### config.mk
export PLATFORM = sky130hd
export DESIGN_NAME = cfgbus_slave
export DESIGN_NICKNAME = d
export VERILOG_FILES = /design/src/rtl/cfgbus_pkg.sv /design/src/rtl/cfgbus_sync.sv /design/src/rtl/cfgbus_engine.sv /design/src/rtl/cfgbus_regbank.sv /design/src/rtl/cfgbus_slave.sv
export SDC_FILE = /design/constraint.sdc
export NUM_CORES = 1
export LEC_CHECK = 0
export BUFFER_PORTS_ARGS = -buffer_cell sky130_fd_sc_hd__buf_2
export CELL_PAD_IN_SITES_DETAIL_PLACEMENT = 0
export CELL_PAD_IN_SITES_GLOBAL_PLACEMENT = 1
export CORE_MARGIN = 4
export CORE_UTILIZATION = 40
export DETAILED_ROUTE_END_ITERATION = 6
export PLACE_DENSITY_LB_ADDON = 0.1
export REMOVE_ABC_BUFFERS = 1
export SLEW_MARGIN = 20
export SYNTH_ARGS = -nofsm -noshare
export SYNTH_HDL_FRONTEND = slang
export SYNTH_SLANG_ARGS = --single-unit
### constraint.sdc
create_clock -name clk -period 2.23 [get_ports clk]
set_input_delay 0 -clock clk [delete_from_list [all_inputs] [get_ports clk]]
set_output_delay 0 -clock clk [all_outputs]
set_load 0.1 [all_outputs]
### src/rtl/cfgbus_pkg.sv
`timescale 1ns/1ps
package cfgbus_pkg;

    localparam int BYTE_W    = 8;
    localparam int STRAP_REG = 5;
    localparam int ID_REG    = 6;
    localparam logic [BYTE_W-1:0] ID_FIXED = 8'h18;

    typedef enum logic [2:0] {
        ST_IDLE,
        ST_RX,
        ST_ACKW,
        ST_ACKD,
        ST_TX,
        ST_MACK
    } cb_state_e;

    typedef enum logic [1:0] {
        PH_ADDR,
        PH_CMD,
        PH_CNT,
        PH_DATA
    } cb_phase_e;

    typedef struct packed {
        logic              en;
        logic [6:0]        addr;
        logic [BYTE_W-1:0] data;
    } cb_wr_t;

    // Reset content of the writable bits of each register
    function automatic logic [BYTE_W-1:0] reg_default(input int idx);
        case (idx)
            1:       return 8'hFF;
            2:       return 8'h7F;
            3:       return 8'hEB;
            5:       return 8'h01;
            8:       return 8'h01;
            default: return 8'h00;
        endcase
    endfunction

    // Bits that a bus write may change
    function automatic logic [BYTE_W-1:0] reg_wmask(input int idx);
        case (idx)
            STRAP_REG: return 8'h07;
            ID_REG:    return 8'h00;
            default:   return 8'hFF;
        endcase
    endfunction

    // Constant bits overlaid on the stored value (strap field handled apart)
    function automatic logic [BYTE_W-1:0] reg_fixed(input int idx);
        if (idx == ID_REG) return ID_FIXED;
        return 8'h00;
    endfunction

endpackage

### src/rtl/cfgbus_sync.sv
`timescale 1ns/1ps
module cfgbus_sync #(
    parameter int STAGES = 2
) (
    input  logic clk,
    input  logic rst,
    input  logic scl_in,
    input  logic sda_in,
    output logic scl_s,
    output logic sda_s,
    output logic scl_rise,
    output logic scl_fall,
    output logic start_det,
    output logic stop_det
);
    logic [STAGES-1:0] scl_q;
    logic [STAGES-1:0] sda_q;
    logic              scl_d;
    logic              sda_d;

    always_ff @(posedge clk) begin
        if (rst) begin
            scl_q <= '1;
            sda_q <= '1;
            scl_d <= 1'b1;
            sda_d <= 1'b1;
        end else begin
            scl_q <= {scl_q[STAGES-2:0], scl_in};
            sda_q <= {sda_q[STAGES-2:0], sda_in};
            scl_d <= scl_q[STAGES-1];
            sda_d <= sda_q[STAGES-1];
        end
    end

    assign scl_s     = scl_q[STAGES-1];
    assign sda_s     = sda_q[STAGES-1];
    assign scl_rise  = scl_s & ~scl_d;
    assign scl_fall  = ~scl_s & scl_d;
    assign start_det = scl_s & scl_d & sda_d & ~sda_s;
    assign stop_det  = scl_s & scl_d & ~sda_d & sda_s;

endmodule

### src/rtl/cfgbus_engine.sv
`timescale 1ns/1ps
module cfgbus_engine
    import cfgbus_pkg::*;
#(
    parameter logic [6:0] DEV_ADDR = 7'h69,
    parameter int          NUM_REGS = 15
) (
    input  logic              clk,
    input  logic              rst,
    input  logic              scl_s,
    input  logic              sda_s,
    input  logic              scl_rise,
    input  logic              scl_fall,
    input  logic              start_det,
    input  logic              stop_det,
    input  logic [BYTE_W-1:0] rd_data,
    output logic [6:0]        rd_addr,
    output cb_wr_t            wr,
    output logic              sda_oe
);
    localparam logic [BYTE_W-1:0] COUNT_BYTE = 8'(NUM_REGS);

    cb_state_e         state;
    cb_phase_e         phase;
    logic [3:0]        bcnt;
    logic [BYTE_W-1:0] shreg;
    logic [BYTE_W-1:0] txs;
    logic              ack_pend;
    logic              tx_next;
    logic              blk;
    logic              more;
    logic [6:0]        ptr;
    logic [BYTE_W-1:0] byte_in;
    logic [BYTE_W-1:0] first_tx;

    assign byte_in  = {shreg[6:0], sda_s};
    assign first_tx = blk ? COUNT_BYTE : rd_data;
    assign rd_addr  = ptr;

    always_ff @(posedge clk) begin
        if (rst) begin
            state    <= ST_IDLE;
            phase    <= PH_ADDR;
            bcnt     <= '0;
            shreg    <= '0;
            txs      <= '0;
            ack_pend <= 1'b0;
            tx_next  <= 1'b0;
            blk      <= 1'b0;
            more     <= 1'b0;
            ptr      <= '0;
            sda_oe   <= 1'b0;
            wr       <= '0;
        end else begin
            wr.en <= 1'b0;
            if (start_det) begin
                state  <= ST_RX;
                phase  <= PH_ADDR;
                bcnt   <= '0;
                sda_oe <= 1'b0;
            end else if (stop_det) begin
                state  <= ST_IDLE;
                sda_oe <= 1'b0;
            end else begin
                case (state)
                    ST_RX: begin
                        if (scl_rise) begin
                            shreg <= byte_in;
                            bcnt  <= bcnt + 4'd1;
                            if (bcnt == 4'd7) begin
                                state <= ST_ACKW;
                                case (phase)
                                    PH_ADDR: begin
                                        ack_pend <= (byte_in[7:1] == DEV_ADDR);
                                        tx_next  <= byte_in[0];
                                        phase    <= byte_in[0] ? PH_DATA : PH_CMD;
                                    end
                                    PH_CMD: begin
                                        ack_pend <= 1'b1;
                                        tx_next  <= 1'b0;
                                        blk      <= ~byte_in[7];
                                        ptr      <= byte_in[7] ? byte_in[6:0] : 7'd0;
                                        phase    <= byte_in[7] ? PH_DATA : PH_CNT;
                                    end
                                    PH_CNT: begin
                                        ack_pend <= 1'b1;
                                        tx_next  <= 1'b0;
                                        phase    <= PH_DATA;
                                    end
                                    default: begin
                                        ack_pend <= 1'b1;
                                        tx_next  <= 1'b0;
                                        wr.en    <= 1'b1;
                                        wr.addr  <= ptr;
                                        wr.data  <= byte_in;
                                        ptr      <= ptr + 7'd1;
                                    end
                                endcase
                            end
                        end
                    end
                    ST_ACKW: begin
                        if (scl_fall) begin
                            if (ack_pend) begin
                                sda_oe <= 1'b1;
                                state  <= ST_ACKD;
                            end else begin
                                state  <= ST_IDLE;
                            end
                        end
                    end
                    ST_ACKD: begin
                        if (scl_fall) begin
                            bcnt <= '0;
                            if (tx_next) begin
                                state  <= ST_TX;
                                txs    <= first_tx;
                                sda_oe <= ~first_tx[7];
                                if (!blk) ptr <= ptr + 7'd1;
                            end else begin
                                state  <= ST_RX;
                                sda_oe <= 1'b0;
                            end
                        end
                    end
                    ST_TX: begin
                        if (scl_rise) bcnt <= bcnt + 4'd1;
                        if (scl_fall) begin
                            if (bcnt == 4'd8) begin
                                sda_oe <= 1'b0;
                                state  <= ST_MACK;
                            end else begin
                                txs    <= {txs[6:0], 1'b0};
                                sda_oe <= ~txs[6];
                            end
                        end
                    end
                    ST_MACK: begin
                        if (scl_rise) more <= ~sda_s;
                        if (scl_fall) begin
                            if (more) begin
                                txs    <= rd_data;
                                sda_oe <= ~rd_data[7];
                                ptr    <= ptr + 7'd1;
                                bcnt   <= '0;
                                state  <= ST_TX;
                            end else begin
                                state  <= ST_IDLE;
                            end
                        end
                    end
                    default: ;
                endcase
            end
        end
    end

    AST_OE_SCL_LOW: assert property (@(posedge clk) disable iff (rst) $rose(sda_oe) |-> !scl_s);
    AST_IDLE_QUIET: assert property (@(posedge clk) disable iff (rst) (state == ST_IDLE) |-> !sda_oe);
    AST_WR_AFTER_RISE: assert property (@(posedge clk) disable iff (rst) wr.en |-> $past(scl_rise));
    AST_START_RESTARTS: assert property (@(posedge clk) disable iff (rst)
        start_det |=> (state == ST_RX && bcnt == 4'd0 && phase == PH_ADDR && !sda_oe));

endmodule

### src/rtl/cfgbus_regbank.sv
`timescale 1ns/1ps
module cfgbus_regbank
    import cfgbus_pkg::*;
#(
    parameter int NUM_REGS = 15,
    parameter int STRAP_W  = 5
) (
    input  logic                       clk,
    input  logic                       rst,
    input  logic [STRAP_W-1:0]         strap_in,
    input  cb_wr_t                     wr,
    input  logic [6:0]                 rd_addr,
    output logic [BYTE_W-1:0]          rd_data,
    output logic [NUM_REGS*BYTE_W-1:0] reg_flat,
    output logic [NUM_REGS-1:0]        wr_stb
);
    localparam int STRAP_LSB = BYTE_W - STRAP_W;

    logic [STRAP_W-1:0] strap_q;
    logic [BYTE_W-1:0]  store [NUM_REGS];
    logic [BYTE_W-1:0]  view  [NUM_REGS];

    always_ff @(posedge clk) begin
        if (rst) strap_q <= strap_in;
    end

    for (genvar i = 0; i < NUM_REGS; i++) begin : g_reg
        localparam logic [BYTE_W-1:0] WMASK = reg_wmask(i);
        localparam logic [BYTE_W-1:0] RVAL  = reg_default(i);
        logic hit;
        assign hit = wr.en && (wr.addr == 7'(i));
        always_ff @(posedge clk) begin
            if (rst) begin
                store[i]  <= RVAL & WMASK;
                wr_stb[i] <= 1'b0;
            end else begin
                wr_stb[i] <= hit;
                if (hit) store[i] <= wr.data & WMASK;
            end
        end
    end

    always_comb begin
        rd_data = '0;
        for (int i = 0; i < NUM_REGS; i++) begin
            if (i == STRAP_REG)
                view[i] = store[i] | {strap_q, {STRAP_LSB{1'b0}}};
            else
                view[i] = store[i] | reg_fixed(i);
            reg_flat[i*BYTE_W +: BYTE_W] = view[i];
            if (rd_addr == 7'(i)) rd_data = view[i];
        end
    end

    AST_STB_ONEHOT: assert property (@(posedge clk) disable iff (rst) $onehot0(wr_stb));
    AST_STRAP_FIXED: assert property (@(posedge clk) disable iff (rst)
        !$past(rst) |-> $stable(view[STRAP_REG][BYTE_W-1:STRAP_LSB]));
    AST_OOR_NO_STB: assert property (@(posedge clk) disable iff (rst)
        (wr.en && wr.addr >= 7'(NUM_REGS)) |=> (wr_stb == '0));

endmodule

### src/rtl/cfgbus_slave.sv
`timescale 1ns/1ps
module cfgbus_slave
    import cfgbus_pkg::*;
#(
    parameter logic [6:0] DEV_ADDR    = 7'h69,
    parameter int         NUM_REGS    = 15,
    parameter int         SYNC_STAGES = 2,
    parameter int         STRAP_W     = 5
) (
    input  logic                       clk,
    input  logic                       rst,
    input  logic                       scl_in,
    input  logic                       sda_in,
    input  logic [STRAP_W-1:0]         strap_in,
    output logic                       sda_oe,
    output logic [NUM_REGS*BYTE_W-1:0] reg_flat,
    output logic [NUM_REGS-1:0]        wr_stb
);
    logic              scl_s, sda_s, scl_rise, scl_fall, start_det, stop_det;
    logic [6:0]        rd_addr;
    logic [BYTE_W-1:0] rd_data;
    cb_wr_t            wr;

    cfgbus_sync #(.STAGES(SYNC_STAGES)) u_sync (
        .clk       (clk),
        .rst       (rst),
        .scl_in    (scl_in),
        .sda_in    (sda_in),
        .scl_s     (scl_s),
        .sda_s     (sda_s),
        .scl_rise  (scl_rise),
        .scl_fall  (scl_fall),
        .start_det (start_det),
        .stop_det  (stop_det)
    );

    cfgbus_engine #(.DEV_ADDR(DEV_ADDR), .NUM_REGS(NUM_REGS)) u_engine (
        .clk       (clk),
        .rst       (rst),
        .scl_s     (scl_s),
        .sda_s     (sda_s),
        .scl_rise  (scl_rise),
        .scl_fall  (scl_fall),
        .start_det (start_det),
        .stop_det  (stop_det),
        .rd_data   (rd_data),
        .rd_addr   (rd_addr),
        .wr        (wr),
        .sda_oe    (sda_oe)
    );

    cfgbus_regbank #(.NUM_REGS(NUM_REGS), .STRAP_W(STRAP_W)) u_regbank (
        .clk      (clk),
        .rst      (rst),
        .strap_in (strap_in),
        .wr       (wr),
        .rd_addr  (rd_addr),
        .rd_data  (rd_data),
        .reg_flat (reg_flat),
        .wr_stb   (wr_stb)
    );

endmodule

==> metrics.txt <==
outcome=finished clean; Final Cell Area=11,200 um^2; post-route minimum period=2.15 ns; Worst Path Max Fanout=5; worst-margin pin slew=0.941 ns; WS Path Type=reg -> reg; global route overflow=0; Design Power=7.52 mW; initial DRC count=935; Clock Latency Late Sink=0.44 ns; starting density of the core=0.409; vias in the first global route=7,263; routed length per instance=22.6 um; number of synthesized flops with an enable pin=112; hpwl dp=22.8 mm; vias per cell=5.65; commonest non-fill, non-tap cell in the layout=buf_2; initial antenna violation count=1; synth-to-layout area growth=24.9%; slew margin rel.=0.372; ys async rst share=0; mux cell area share after synthesis=0.00223; CTS H-tree lvls=4; most frequent cells in the layout=buf_2, edfxtp_1, nand2_1; Netlist Area Pre-Place=8980 um^2; Final setup viols=0; DP Cell Count=1,348; Detailed Routing Iterations Pass 1=5; Setup Skew=0.0140 ns; DP Area=10,400 um^2; XOR/XNOR share of the synthesized area=0.00390; Layout Cells excl Fill=1,390; post-synthesis adder-cell area fraction=0.0139; total of warnings raised by yosys=0; Max-cap violations=0; gpl congestion=0.932; worst endpoint required time=2.57 ns; CTS tree=built; Gate Count Post-Synth=907; Routed WL=31.4 mm; Peak Freq=466 MHz; Worst VDD drop=0.421 mV; Post-Synth Simple-Gate Area=0.248; Root Buffer=clkbuf_16; area of the multi-input gates=3920 um^2; CTS max path bufs=2; clock slew seen by the registers of the worst setup and hold paths=0.08 ns; Vert. Die Dim=158 um; DIE WIDTH=158 um; complex-gate fraction of the synthesized area=0.152; startpoint class of the critical path=flop; syn_area_per_cell=9.90 um^2; core area=22,000 um^2; RSZ-0062 raised after global routing=true; Filler cells=2,076; clk sink count=184; Num CTS Buffers=17; first-pass GRT wire length=46.4 mm; DRC viols=0; crit path capture type=flop; post-synthesis sequential area ratio=0.535; Vias=7,856; Max Transition Viols Final=0; fin crit share=0.962; final setup margin=0.0837 ns; leakage power=4.31 nW; Global Route Usage Sum=0.252; io pins=145; Post-Route Utilization=0.511; die area=24,900 um^2; Port Buffer Count=136; main flop type after synthesis=edfxtp_1; worst path arrival time=2.49 ns; main combinational cell family by area after synthesis=simple AND/OR/NAND/NOR gates; antenna viol nets, final=0; largest net degree at the start of global routing=52; nets@finish=1,115; Power Density=670 nW/um^2; row count=54; Hold Fails Final Rpt=0; worst hold path type=in -> reg; layout cells sized above 1=0.268; Netlist cell types=79; Place WS=-0.0956 ns; Yosys reg bits=184; Reg area=4810 um^2
[per-stage QoR]
| stage | hold slack, ns | TNS [ns] |
|---|---|---|
| finish | 0.274 | 0 |
| global placement | 0.177 | -0.0141 |
| detailed placement | 0.179 | -0.360 |
| CTS | 0.247 | 0 |
| floorplan | 0.0691 | -14.08 |
| global route | 0.273 | -0.0285 |
[report_power, final]
group	switching, mW	total, mW	internal, mW
combinational	0.582	0.680	0.0980
sequential	0.0589	3.71	3.65
clock	1.58	3.13	1.55
[worst max-delay path, cell delays in order (launching register included)]
cell      delay (ns)
dfxtp_1         0.37
buf_4           0.18
nor4_4          0.40
and2_1          0.30
o21ai_1         0.14
a31oi_1         0.25
o211ai_1        0.13
a221oi_1        0.29
[timing repair]
item / in CTS / in global routing
hold buffers: 8 / 0
setup endpoints to repair: 7 / 10
endpoints found under the hold margin: 11 / 0
resized for setup: 9 / 23
pin swaps: 1 / 4
setup buffers: 0 / 1
[area by class of cell]
class                   instances  area share
diodes                          1    0.000223
clock buffers                  18      0.0391
clock inverters                14      0.0149
inverters                      23     0.00803
multi-input cells             641       0.350
flip-flops and latches        184       0.429
well taps                     280      0.0312
repair buffers                229       0.128
[worst paths after layout]
path              cells past startpoint                      endpoint                              from  slack, ns
setup / recovery                      7  u_engine.txs[6]$_SDFFE_PP0P_  u_engine.rd_addr[6]$_SDFFE_PP0P_       0.08
hold / removal                        3    u_sync.sda_q[0]$_SDFF_PP1_                            sda_in       0.27
setup reg to reg                      7  u_engine.txs[6]$_SDFFE_PP0P_  u_engine.rd_addr[6]$_SDFFE_PP0P_       0.08
hold reg to reg                       1    u_sync.scl_q[1]$_SDFF_PP1_        u_sync.scl_q[0]$_SDFF_PP1_       0.41
[synthesized netlist by cell type (13+ instances only)]
master    instances  area (um^2)
edfxtp_1        112         3360
nand2_1         105          394
and2_1           91          569
dfxtp_1          72         1440
a21oi_1          64          320
o21ai_0          51          255
nor2_1           46          173
nand3_1          41          205
clkbuf_1         38          143
inv_1            22         82.6
or3_1            21          131
nand2b_1         19          119
nor2b_1          16          100
a221oi_1         14          123
a211oi_1         13         97.6
[flip-flops by register name, indices dropped and copies added (netlist names), 2 cells and up]
name               flops
u_engine.bcnt          4
u_engine.phase         2
u_engine.rd_addr       7
u_engine.shreg         7
u_engine.state         3
u_engine.txs           7
u_engine.wr           16
u_regbank.store      107
u_regbank.strap_q      5
u_regbank.wr_stb      15
u_sync.scl_q           2
u_sync.sda_q           2
[per-layer routing]
layer,routed length (um),up-vias,part of all wire,track usage
li1,-,3643,-,-
met1,14200,3805,0.45,0.370
met2,14300,354,0.45,0.387
met3,2290,54,0.073,0.0416
met4,631,0,0.020,0.0688
met5,0,-,0,0
[cell families (layout without fill, tap and decap cells)]
logic type,Yosys count,count (layout)
mux,2,2
fa+ha+maj,10,10
xor+xnor,4,4
buf+inv,88,284
simple gates,407,407
other cells,2,9
compound gates,210,210
flops,184,184
(Power assumes the default switching activity.)
